## src/rtl/ssc_pkg.sv

```systemverilog
package ssc_pkg;

  typedef enum logic [1:0] {
    CMD_CLR  = 2'd0,
    CMD_UP   = 2'd1,
    CMD_DN   = 2'd2,
    CMD_HOLD = 2'd3
  } ramp_cmd_e;

  // depth in thousandths of nominal; zero means no spread
  function automatic int unsigned depth_permille(input logic [2:0] code);
    case (code)
      3'b001:  return 5;
      3'b010:  return 10;
      3'b100:  return 20;
      3'b110:  return 30;
      default: return 0;
    endcase
  endfunction

  function automatic longint unsigned peak_of(input logic [2:0] code, input int ofs_w);
    longint unsigned one;
    one = longint'(1) << (ofs_w - 1);
    return (one * longint'(depth_permille(code))) / 1000;
  endfunction

endpackage

```

## src/rtl/ssc_phase_ctr.sv

```systemverilog
module ssc_phase_ctr
  import ssc_pkg::*;
#(
  parameter int unsigned PERIOD_CYC = 771,
  localparam int unsigned HALF = PERIOD_CYC / 2,
  localparam int unsigned PW = $clog2(PERIOD_CYC)
) (
  input  logic          clk_i,
  input  logic          rst_ni,
  input  logic          en_i,
  output logic [PW-1:0] phase_o,
  output logic          run_o,
  output ramp_cmd_e     cmd_o
);

  localparam logic [PW-1:0] LAST   = PW'(PERIOD_CYC - 1);
  localparam logic [PW-1:0] HALF_P = PW'(HALF);
  localparam bit            ODD    = (PERIOD_CYC % 2) == 1;

  logic [PW-1:0] phase_q, phase_d;
  logic          run_q;

  always_comb begin
    if (!en_i || !run_q)    phase_d = '0;
    else if (phase_q == LAST) phase_d = '0;
    else                    phase_d = phase_q + 1'b1;
  end

  always_comb begin
    if (!en_i || !run_q || phase_d == '0)  cmd_o = CMD_CLR;
    else if (phase_d <= HALF_P)            cmd_o = CMD_UP;
    else if (ODD && phase_d == HALF_P + 1'b1) cmd_o = CMD_HOLD;
    else                                   cmd_o = CMD_DN;
  end

  always_ff @(posedge clk_i or negedge rst_ni) begin
    if (!rst_ni) begin
      phase_q <= '0;
      run_q   <= 1'b0;
    end else begin
      phase_q <= phase_d;
      run_q   <= en_i;
    end
  end

  assign phase_o = phase_q;
  assign run_o   = run_q;

endmodule

```

## src/rtl/ssc_step_sel.sv

```systemverilog
module ssc_step_sel
  import ssc_pkg::*;
#(
  parameter int unsigned PERIOD_CYC = 771,
  parameter int unsigned OFS_W      = 16,
  localparam int unsigned HALF = PERIOD_CYC / 2,
  localparam int unsigned RW   = $clog2(HALF + 1) + 2
) (
  input  logic                    clk_i,
  input  logic                    rst_ni,
  input  logic                    load_i,
  input  logic [2:0]              code_i,
  output logic [OFS_W-1:0]        qstep_o,
  output logic signed [RW-1:0]    rstep_o
);

  localparam logic [2:0] CODE_RST = 3'b010;

  logic [2:0]           code_q;
  logic [OFS_W-1:0]     qtab [8];
  logic signed [RW-1:0] rtab [8];

  // per-code whole and fractional step of peak/HALF
  for (genvar c = 0; c < 8; c++) begin : g_tab
    localparam longint unsigned PK = peak_of(3'(c), OFS_W);
    assign qtab[c] = OFS_W'(PK / longint'(HALF));
    assign rtab[c] = RW'(PK % longint'(HALF));
  end

  always_ff @(posedge clk_i or negedge rst_ni) begin
    if (!rst_ni)     code_q <= CODE_RST;
    else if (load_i) code_q <= code_i;
  end

  assign qstep_o = qtab[code_q];
  assign rstep_o = rtab[code_q];

endmodule

```

## src/rtl/ssc_ramp.sv

```systemverilog
module ssc_ramp
  import ssc_pkg::*;
#(
  parameter int unsigned PERIOD_CYC = 771,
  parameter int unsigned OFS_W      = 16,
  localparam int unsigned HALF = PERIOD_CYC / 2,
  localparam int unsigned RW   = $clog2(HALF + 1) + 2
) (
  input  logic                 clk_i,
  input  logic                 rst_ni,
  input  ramp_cmd_e            cmd_i,
  input  logic [OFS_W-1:0]     qstep_i,
  input  logic signed [RW-1:0] rstep_i,
  output logic [OFS_W-1:0]     mag_o
);

  localparam logic signed [RW-1:0] HALF_S = RW'(HALF);

  // mag*HALF + rem tracks peak*t exactly
  logic [OFS_W-1:0]     mag_q, mag_d;
  logic signed [RW-1:0] rem_q, rem_d;
  logic signed [RW-1:0] rem_up, rem_dn;

  assign rem_up = rem_q + rstep_i;
  assign rem_dn = rem_q - rstep_i;

  always_comb begin
    mag_d = mag_q;
    rem_d = rem_q;
    unique case (cmd_i)
      CMD_CLR: begin
        mag_d = '0;
        rem_d = '0;
      end
      CMD_UP: begin
        if (rem_up >= HALF_S) begin
          rem_d = rem_up - HALF_S;
          mag_d = mag_q + qstep_i + 1'b1;
        end else begin
          rem_d = rem_up;
          mag_d = mag_q + qstep_i;
        end
      end
      CMD_DN: begin
        if (rem_dn < 0) begin
          rem_d = rem_dn + HALF_S;
          mag_d = mag_q - qstep_i - 1'b1;
        end else begin
          rem_d = rem_dn;
          mag_d = mag_q - qstep_i;
        end
      end
      default: ;
    endcase
  end

  always_ff @(posedge clk_i or negedge rst_ni) begin
    if (!rst_ni) begin
      mag_q <= '0;
      rem_q <= '0;
    end else begin
      mag_q <= mag_d;
      rem_q <= rem_d;
    end
  end

  assign mag_o = mag_q;

endmodule

```

## src/rtl/ssc_profile_gen.sv

```systemverilog
module ssc_profile_gen
  import ssc_pkg::*;
#(
  parameter int unsigned PERIOD_CYC = 771,
  parameter int unsigned OFS_W      = 16,
  localparam int unsigned HALF = PERIOD_CYC / 2,
  localparam int unsigned PW   = $clog2(PERIOD_CYC),
  localparam int unsigned RW   = $clog2(HALF + 1) + 2
) (
  input  logic                    clk_i,
  input  logic                    rst_ni,
  input  logic [2:0]              spread_sel_i,
  input  logic                    spread_en_i,
  output logic signed [OFS_W-1:0] offset_o,
  output logic                    period_start_o
);

  logic [PW-1:0]        phase;
  logic                 run;
  ramp_cmd_e            cmd;
  logic [OFS_W-1:0]     qstep;
  logic signed [RW-1:0] rstep;
  logic [OFS_W-1:0]     mag;

  ssc_phase_ctr #(.PERIOD_CYC(PERIOD_CYC)) u_phase (
    .clk_i   (clk_i),
    .rst_ni  (rst_ni),
    .en_i    (spread_en_i),
    .phase_o (phase),
    .run_o   (run),
    .cmd_o   (cmd)
  );

  // code is taken only while the offset is returning to zero
  ssc_step_sel #(.PERIOD_CYC(PERIOD_CYC), .OFS_W(OFS_W)) u_step (
    .clk_i   (clk_i),
    .rst_ni  (rst_ni),
    .load_i  (cmd == CMD_CLR),
    .code_i  (spread_sel_i),
    .qstep_o (qstep),
    .rstep_o (rstep)
  );

  ssc_ramp #(.PERIOD_CYC(PERIOD_CYC), .OFS_W(OFS_W)) u_ramp (
    .clk_i   (clk_i),
    .rst_ni  (rst_ni),
    .cmd_i   (cmd),
    .qstep_i (qstep),
    .rstep_i (rstep),
    .mag_o   (mag)
  );

  assign offset_o       = -$signed(mag);
  assign period_start_o = run && (phase == '0);

endmodule

```

## config.mk

```make
export PLATFORM = sky130hd
export DESIGN_NAME = ssc_profile_gen
export DESIGN_NICKNAME = d
export VERILOG_FILES = /design/src/rtl/ssc_pkg.sv /design/src/rtl/ssc_phase_ctr.sv /design/src/rtl/ssc_step_sel.sv /design/src/rtl/ssc_ramp.sv /design/src/rtl/ssc_profile_gen.sv
export SDC_FILE = /design/constraint.sdc
export NUM_CORES = 1
export LEC_CHECK = 0
export BUFFER_PORTS_ARGS = -buffer_cell sky130_fd_sc_hd__buf_4
export CAP_MARGIN = 10
export CORE_MARGIN = 1
export CORE_UTILIZATION = 35
export DETAILED_ROUTE_END_ITERATION = 16
export PLACE_DENSITY = 0.5
export SLEW_MARGIN = 20
export SYNTH_ARGS = -nofsm -noshare
export SYNTH_HDL_FRONTEND = slang
export SYNTH_HIERARCHICAL = 1
export SYNTH_SLANG_ARGS = --single-unit
```

## constraint.sdc

```tcl
create_clock -name clk_i -period 6.9 [get_ports clk_i]
set_input_delay 2.07 -clock clk_i [delete_from_list [all_inputs] [get_ports clk_i]]
set_output_delay 2.07 -clock clk_i [all_outputs]
set_load 0.01 [all_outputs]
```

* Yosys cells after proc, flatten, opt, wreduce, memory -nomap -nowiden *
Memory sizes are Yosys's and may differ from the RTL's.
Cells that the tools add are included.

word-level totals
  output and inout bits = 17
  input bits = 6
  flip-flop bits (word level) = 41
  word-level logic and storage cells = 50
  memories = 2
  bits in read-only memories = 216

memories
  memory           depth  width  rd ports  clocked after memory_dff  write ports  RTL line            text
  (no name shown)  8      16     1         0                         0            ssc_step_sel.sv:35  assign qstep_o = qtab[code_q];
  (no name shown)  8      11     1         0                         0            ssc_step_sel.sv:36  assign rstep_o = rtab[code_q];

cells by class
  mux-type cells = 15
  magnitude comparators = 4
  equality and inequality tests = 4
  bitwise logic cells = 1
  reductions and logical operators = 9
  add/sub/neg operators = 10

operators by type and width
  kind                                                                                count
  16-bit two-way mux                                                                  4
  16-bit case mux with 3 select lines                                                 1
  11-bit two-way mux                                                                  4
  11-bit case mux with 3 select lines                                                 1
  10-bit logical NOT                                                                  2
  10-bit two-way mux                                                                  2
  16-bit by 1-bit adder with 16-bit output (second input constant)                    1
  16-bit adder                                                                        1
  16-bit negation                                                                     1
  16-bit by 1-bit subtractor with 16-bit output (second input constant)               1
  16-bit subtractor                                                                   1
  11-bit by 10-bit adder with 11-bit output (second input constant)                   1
  11-bit adder                                                                        1
  11-bit by 10-bit >= comparator with 1-bit output (second input constant)            1
  11-bit by 1-bit < comparator with 1-bit output (second input constant)              1
  11-bit by 10-bit subtractor with 11-bit output (second input constant)              1
  11-bit subtractor                                                                   1
  10-bit by 1-bit adder with 10-bit output (second input constant)                    1
  10-bit == test (second input constant)                                              1
  10-bit by 9-bit == test with 1-bit output (second input constant)                   1
  10-bit by 9-bit less-or-equal comparator with 1-bit output (second input constant)  1
  4-bit >= comparator (second input constant)                                         1
  2-bit two-way mux                                                                   2
  3-bit inverter with 4-bit output                                                    1
  8 further kinds                                                                     10

* Depth between registers and ports, before layout *
  depth in word-level cells = 9
  mapped depth = 18
  mapped depth without buffers = 16

* Cells and area by module *
Netlist, hierarchy kept.

modules (own cells, without submodules)
  module           cells each  seq. area each (µm²)  area an instance (µm²)  times used
  ssc_ramp         649         675.6                 4,989.8                 1
  ssc_phase_ctr    81          275.3                 720.7                   1
  ssc_step_sel     47          76.3                  366.6                   1
  ssc_profile_gen  41          0.0                   324.1                   1

* Least setup slack after synthesis *
No wires, ideal clock.

  kind = input to register
  start point = in spread_en_i
  end point = reg u_ramp.mag_q[13], in the netlist u_ramp/mag_o[13]
  required time = 6.813 ns
  arrival time = 4.043 ns
  library setup time = 0.087 ns
  stages on the path = 10
  path buffers = 1
  slack = 2.770 ns
  cell sequence = o311ai_4 > a221o_1 > o2111a_1 > inv_1 > ha_1 > or2_2 > clkbuf_1 > nor2_1 > o21ai_0 > o211ai_1

between the ends
  word-level cells in the longest chain between the ends = 9
  elaborated cells on any way between the ends = 15
  those cells by class = order compare: 1; eq/ne: 3; mux: 5; reduce/logical: 6

RTL lines
  element                                                                                                             RTL line                                  text
  start, declared                                                                                                     ssc_profile_gen.sv:13                     input logic spread_en_i,
  1-bit logical NOT (*)                                                                                               ssc_phase_ctr.sv:24, ssc_phase_ctr.sv:30
  1-bit logical OR (*)                                                                                                ssc_phase_ctr.sv:24, ssc_phase_ctr.sv:30
  parallel branches: the longest is 4 deep, another holds 10-bit by 9-bit less-or-equal comparator with 1-bit output  --
  2-bit two-way mux (*)                                                                                               ssc_phase_ctr.sv:30                       if (!en_i || !run_q || phase_d == '0) cmd_o = CMD_CLR;
  net cmd[0]                                                                                                          ssc_profile_gen.sv:20                     ramp_cmd_e cmd;
  2-bit == test, or another cell as far along                                                                         ssc_ramp.sv:30                            unique case (cmd_i)
  16-bit case mux with 3 select lines / 3-bit nonzero test (equally long branches)                                    --
  end signal, assigned                                                                                                ssc_ramp.sv:62                            mag_q <= mag_d;
  end, declared                                                                                                       ssc_ramp.sv:20                            logic [OFS_W-1:0] mag_q, mag_d;

Mark *: on every way through the listed nets, which the timed path passes.
A chain may end at the register's enable or synchronous reset.

* Worst setup path after layout *
  start point = reg u_step.code_q[1]
  end point = reg u_ramp.mag_q[0], in the netlist u_ramp/mag_o[0]

between the ends
  word-level cells in the longest chain between the ends = 8
  elaborated cells on any way between the ends = 18
  those cells by class = add/sub: 6; order compare: 2; mux: 7; bitwise: 1; memory: 2

RTL lines
  element                                                                                                                    RTL line                        text
  start, declared                                                                                                            ssc_step_sel.sv:19              logic [2:0] code_q;
  start signal, assigned                                                                                                     ssc_step_sel.sv:32              else if (load_i) code_q <= code_i;
  3-bit inverter with 4-bit output (not written as such) (*)                                                                 ssc_step_sel.sv:36
  memory 8 x 11 bit (*)                                                                                                      --
  11-bit two-way mux (not written as such) (*) (2 in series)                                                                 ssc_step_sel.sv:36
  net rstep[0]                                                                                                               ssc_profile_gen.sv:22           logic signed [RW-1:0] rstep;
  11-bit subtractor / 11-bit adder (equally long branches)                                                                   ssc_ramp.sv:25, ssc_ramp.sv:24
  11-bit by 1-bit < comparator with 1-bit output / 11-bit by 10-bit >= comparator with 1-bit output (equally long branches)  ssc_ramp.sv:45, ssc_ramp.sv:36
  16-bit two-way mux, on equally long branches                                                                               ssc_ramp.sv:45, ssc_ramp.sv:36
  16-bit case mux with 3 select lines (*)                                                                                    ssc_ramp.sv:30

The timed path passes the listed nets; every way through them passes the cells marked *. The select of a mux whose other input is x is not followed.

==> flow_metrics.py <==
metrics = {
    "place": {
        "hpwl_mm": 14.4,
        "gp_congestion": 0.845,
        "portBuffers": 22,
    },
    "worst_setup_path": {
        "r2r_end": "u_ramp/mag_o[0]",
        "arrival_ns": 4.83,
        "crit_chain": "inv_1 > ha_1 > nand2b_1 > nand2_1 > ha_1 > inv_1 > fa_1 > o21bai_2 > a21oi_1 > xnor2_1 > nand3_1 > o41a_1 > o21ai_0 > o22ai_1 > mux2i_1 > o21ai_0",
        "r2r_start": "u_step/code_q[1]",
        "worstSetupStartpointType": "flip-flop",
        "worstRegToRegCells": 16,
        "crit_path_end_kind": "flip-flop",
        "critPathTopFamily": "compound AO/OA/AOI/OAI gates",
        "cp_max_fo": 6,
        "reg2reg_slack_ns": 2.22,
        "crit_buf_inv": 2,
        "path_class": "reg2reg",
        "crit_path_max_incr_delay_ns": 0.65,
        "critPathSlowestCell": "o21ai_0",
        "required_ns": 7.05,
    },
    "sta": {
        "worst_pin_slew_ns": 0.808,
        "slew_viol_final": 0,
        "fin_crit_ns": 4.68,
        "final-setup-viol-count": 0,
        "finalCritPeriodShare_pct": 67.8,
        "relSlewSlack_pct": 46.1,
        "hold_viol": 0,
        "fmax_mhz": 214,
        "rsz0062_at_grt": "false",
        "tns_ns": 0,
        "clock_skew_ns": 0.00388,
    },
    "final_layout": {
        "final_nets": 890,
        "mostFrequentLayoutCell": "inv_1",
        "ff_latch_area_mm2": 0.00103,
        "most-common-layout-cells": "inv_1, ha_1, nor2_1",
        "multi_input_area_mm2": 0.00486,
        "diodes": 0,
        "area_growth_pct": 5.79,
        "drive_gt1_share_pct": 7.83,
        "final_util_pct": 37.7,
        "fill_cells": 1908,
    },
    "pwr": {
        "p_leak_nw": 3.00,
        "power_density_mw_per_mm2": 130,
        "peakVddDrop_mv": 0.0785,
    },
    "die": {
        "fp.dieW_um": 137,
        "std_cell_rows": 49,
        "die_area_mm2": 0.0188,
        "core_mm2": 0.0180,
        "start_util_pct": 35.6,
        "die_y_um": 137,
        "pin_count": 23,
    },
    "synthesis": {
        "ys_seq_area_share_pct": 16.0,
        "synth_area_mm2": 0.00640,
        "async_flop_share_pct": 100,
        "syn_area_per_cell_um2": 7.83,
        "synth_cells": 818,
        "synth_edf_count": 0,
        "ys_seq_elements": 41,
        "yosysTopAreaCell": "dfrtp_1",
        "synth.area.top_cells": "dfrtp_1, ha_1, xnor2_1",
        "synthFlopType": "dfrtp_1",
        "ys_types": 90,
        "ys_warn_count": 6,
        "synth_top_area_share_pct": 15.6,
    },
    "drt": {
        "via_per_inst": 5.53,
        "drt_iter0_drc": 412,
        "avgRoutedWirePerCell_um": 17.3,
        "dr.pass1.iters": 5,
        "ant_nets": 0,
        "wirelength_mm": 18.1,
        "routed-via-count": 5781,
        "drc": 0,
    },
    "min_path": {
        "hp-start": "u_step/code_q[1]",
        "worstHoldPathCells": 2,
        "holdPathEnd": "u_step/code_q[1]",
        "hold_path.class": "reg2reg",
    },
    "clock_network": {
        "cts_setup_buffers": 0,
        "worstSkewPairLatency_ns": 0.29,
        "root_buffer": "clkbuf_16",
        "htreeDepth": 2,
        "clk_pin_slew_worst_paths_ns": 0.06,
        "cts_tree": "done",
        "post_cts_resized": 0,
        "clock_path_buffers": 2,
        "cts_sinks": 41,
        "holdBufCountCts": 0,
        "cts_made_buffers": 5,
    },
    "status": {
        "status": "completed",
    },
    "global_routing": {
        "grt_pass1_wl_mm": 29.0,
        "grt_max_degree": 42,
        "track_usage_pct": 19.9,
        "grt-ovfl-total": 0,
        "antenna_found_initial": 0,
        "first_global_vias": 5373,
    },
    "flow_run": {
        "drv_cap": 0,
    },
}
==> state kept, by name (all words and copies together), names as in the netlist <==
| name | flops |
|---|---|
| u_ramp/mag_o | 16 |
| u_phase/phase_o | 10 |
| u_ramp/rem_q | 11 |
| u_phase/run_o | 1 |
| u_step/code_q | 3 |
==> worst register-to-register path: stages (launching register included) <==
cell,delay (ns)
dfstp_2,0.53
inv_1,0.06
ha_1,0.27
nand2b_1,0.06
nand2_1,0.11
ha_1,0.18
inv_1,0.05
fa_1,0.44
o21bai_2,0.24
a21oi_1,0.12
xnor2_1,0.46
nand3_1,0.28
o41a_1,0.54
o21ai_0,0.66
o22ai_1,0.23
mux2i_1,0.19
o21ai_0,0.12
==> worst max path at each step <==
| stage | startpoint | to | slack [ns] | cells past startpoint |
|---|---|---|---|---|
| final | u_step/code_q[1] | u_ramp/mag_o[0] | 2.22 | 16 |
| after detailed placement | spread_en_i | u_ramp/mag_o[13] | 2.06 | 9 |
| after global placement | spread_en_i | u_ramp/mag_o[13] | 2.15 | 9 |
| after floorplan | spread_en_i | u_ramp/mag_o[13] | 2.77 | 10 |
| after CTS | u_step/code_q[1] | u_ramp/mag_o[0] | 2.28 | 16 |
| after global routing | u_step/code_q[1] | u_ramp/rem_q[0] | 1.88 | 16 |
==> cells in the mapped netlist, types with 8 or more instances <==
master / number
inv_1: 72
dfrtp_1: 40
a22oi_1: 8
xnor2_1: 59
nand4_1: 8
o21ai_0: 39
and3_1: 12
a21o_1: 13
o211ai_1: 15
nand3_1: 23
nor3_1: 26
a211o_1: 10
a21oi_1: 43
nand2_1: 58
nor2_1: 61
nor2b_1: 11
buf_2: 8
clkbuf_1: 17
ha_1: 64
buf_4: 18
xor2_1: 29
==> report_power, final <==
part           internal, mW  switching (mW)  leakage, nW
Combinational         0.152           0.245         2.37
Clock                 0.134          0.0947       0.0679
Sequential            0.246         0.00890        0.560
==> final cells by class <==
type,instances,share of cell area [%]
tap,229,4.23
multi-input combinational,670,71.7
timing repair buffer,25,2.77
inverter,73,4.05
clock buffer,7,1.96
sequential,41,15.2
clock inverter,1,0.0739
==> metal layers <==
layer	wire, um	GRT usage (%)	vias to the layer above
li1	-	-	2905
met1	8830	28.0	2733
met2	8310	32.7	121
met3	605	1.58	22
met4	332	4.88	0
met5	0	0	-
==> stage by stage <==
stage          power (mW)  instances  instance area, um^2  hold WS (ns)  setup slack, ns
2_1_floorplan       0.557        833                 6460         0.475             2.77
3_3_place_gp        0.656       1038                 6630         0.549             2.15
3_5_place_dp        0.649       1038                 6630         0.556             2.06
4_1_cts             0.882       1046                 6770         0.567             2.28
5_1_grt             0.938       1046                 6770         0.597             1.88
6_report            0.880       1046                 6770         0.558             2.22
==> kinds of logic after synthesis <==
logic type	after synthesis	synth area share [%]
AND/OR/NAND/NOR	267	22.5
AO/OA/AOI/OAI	224	25.5
buffers and inverters	122	8.95
XOR/XNOR	88	12.0
adder cells (fa/ha/maj)	68	13.8
flip-flops	41	16.0
multiplexers	7	1.11
other	1	0.0586
Note: power is estimated with default switching activity, not from simulation.
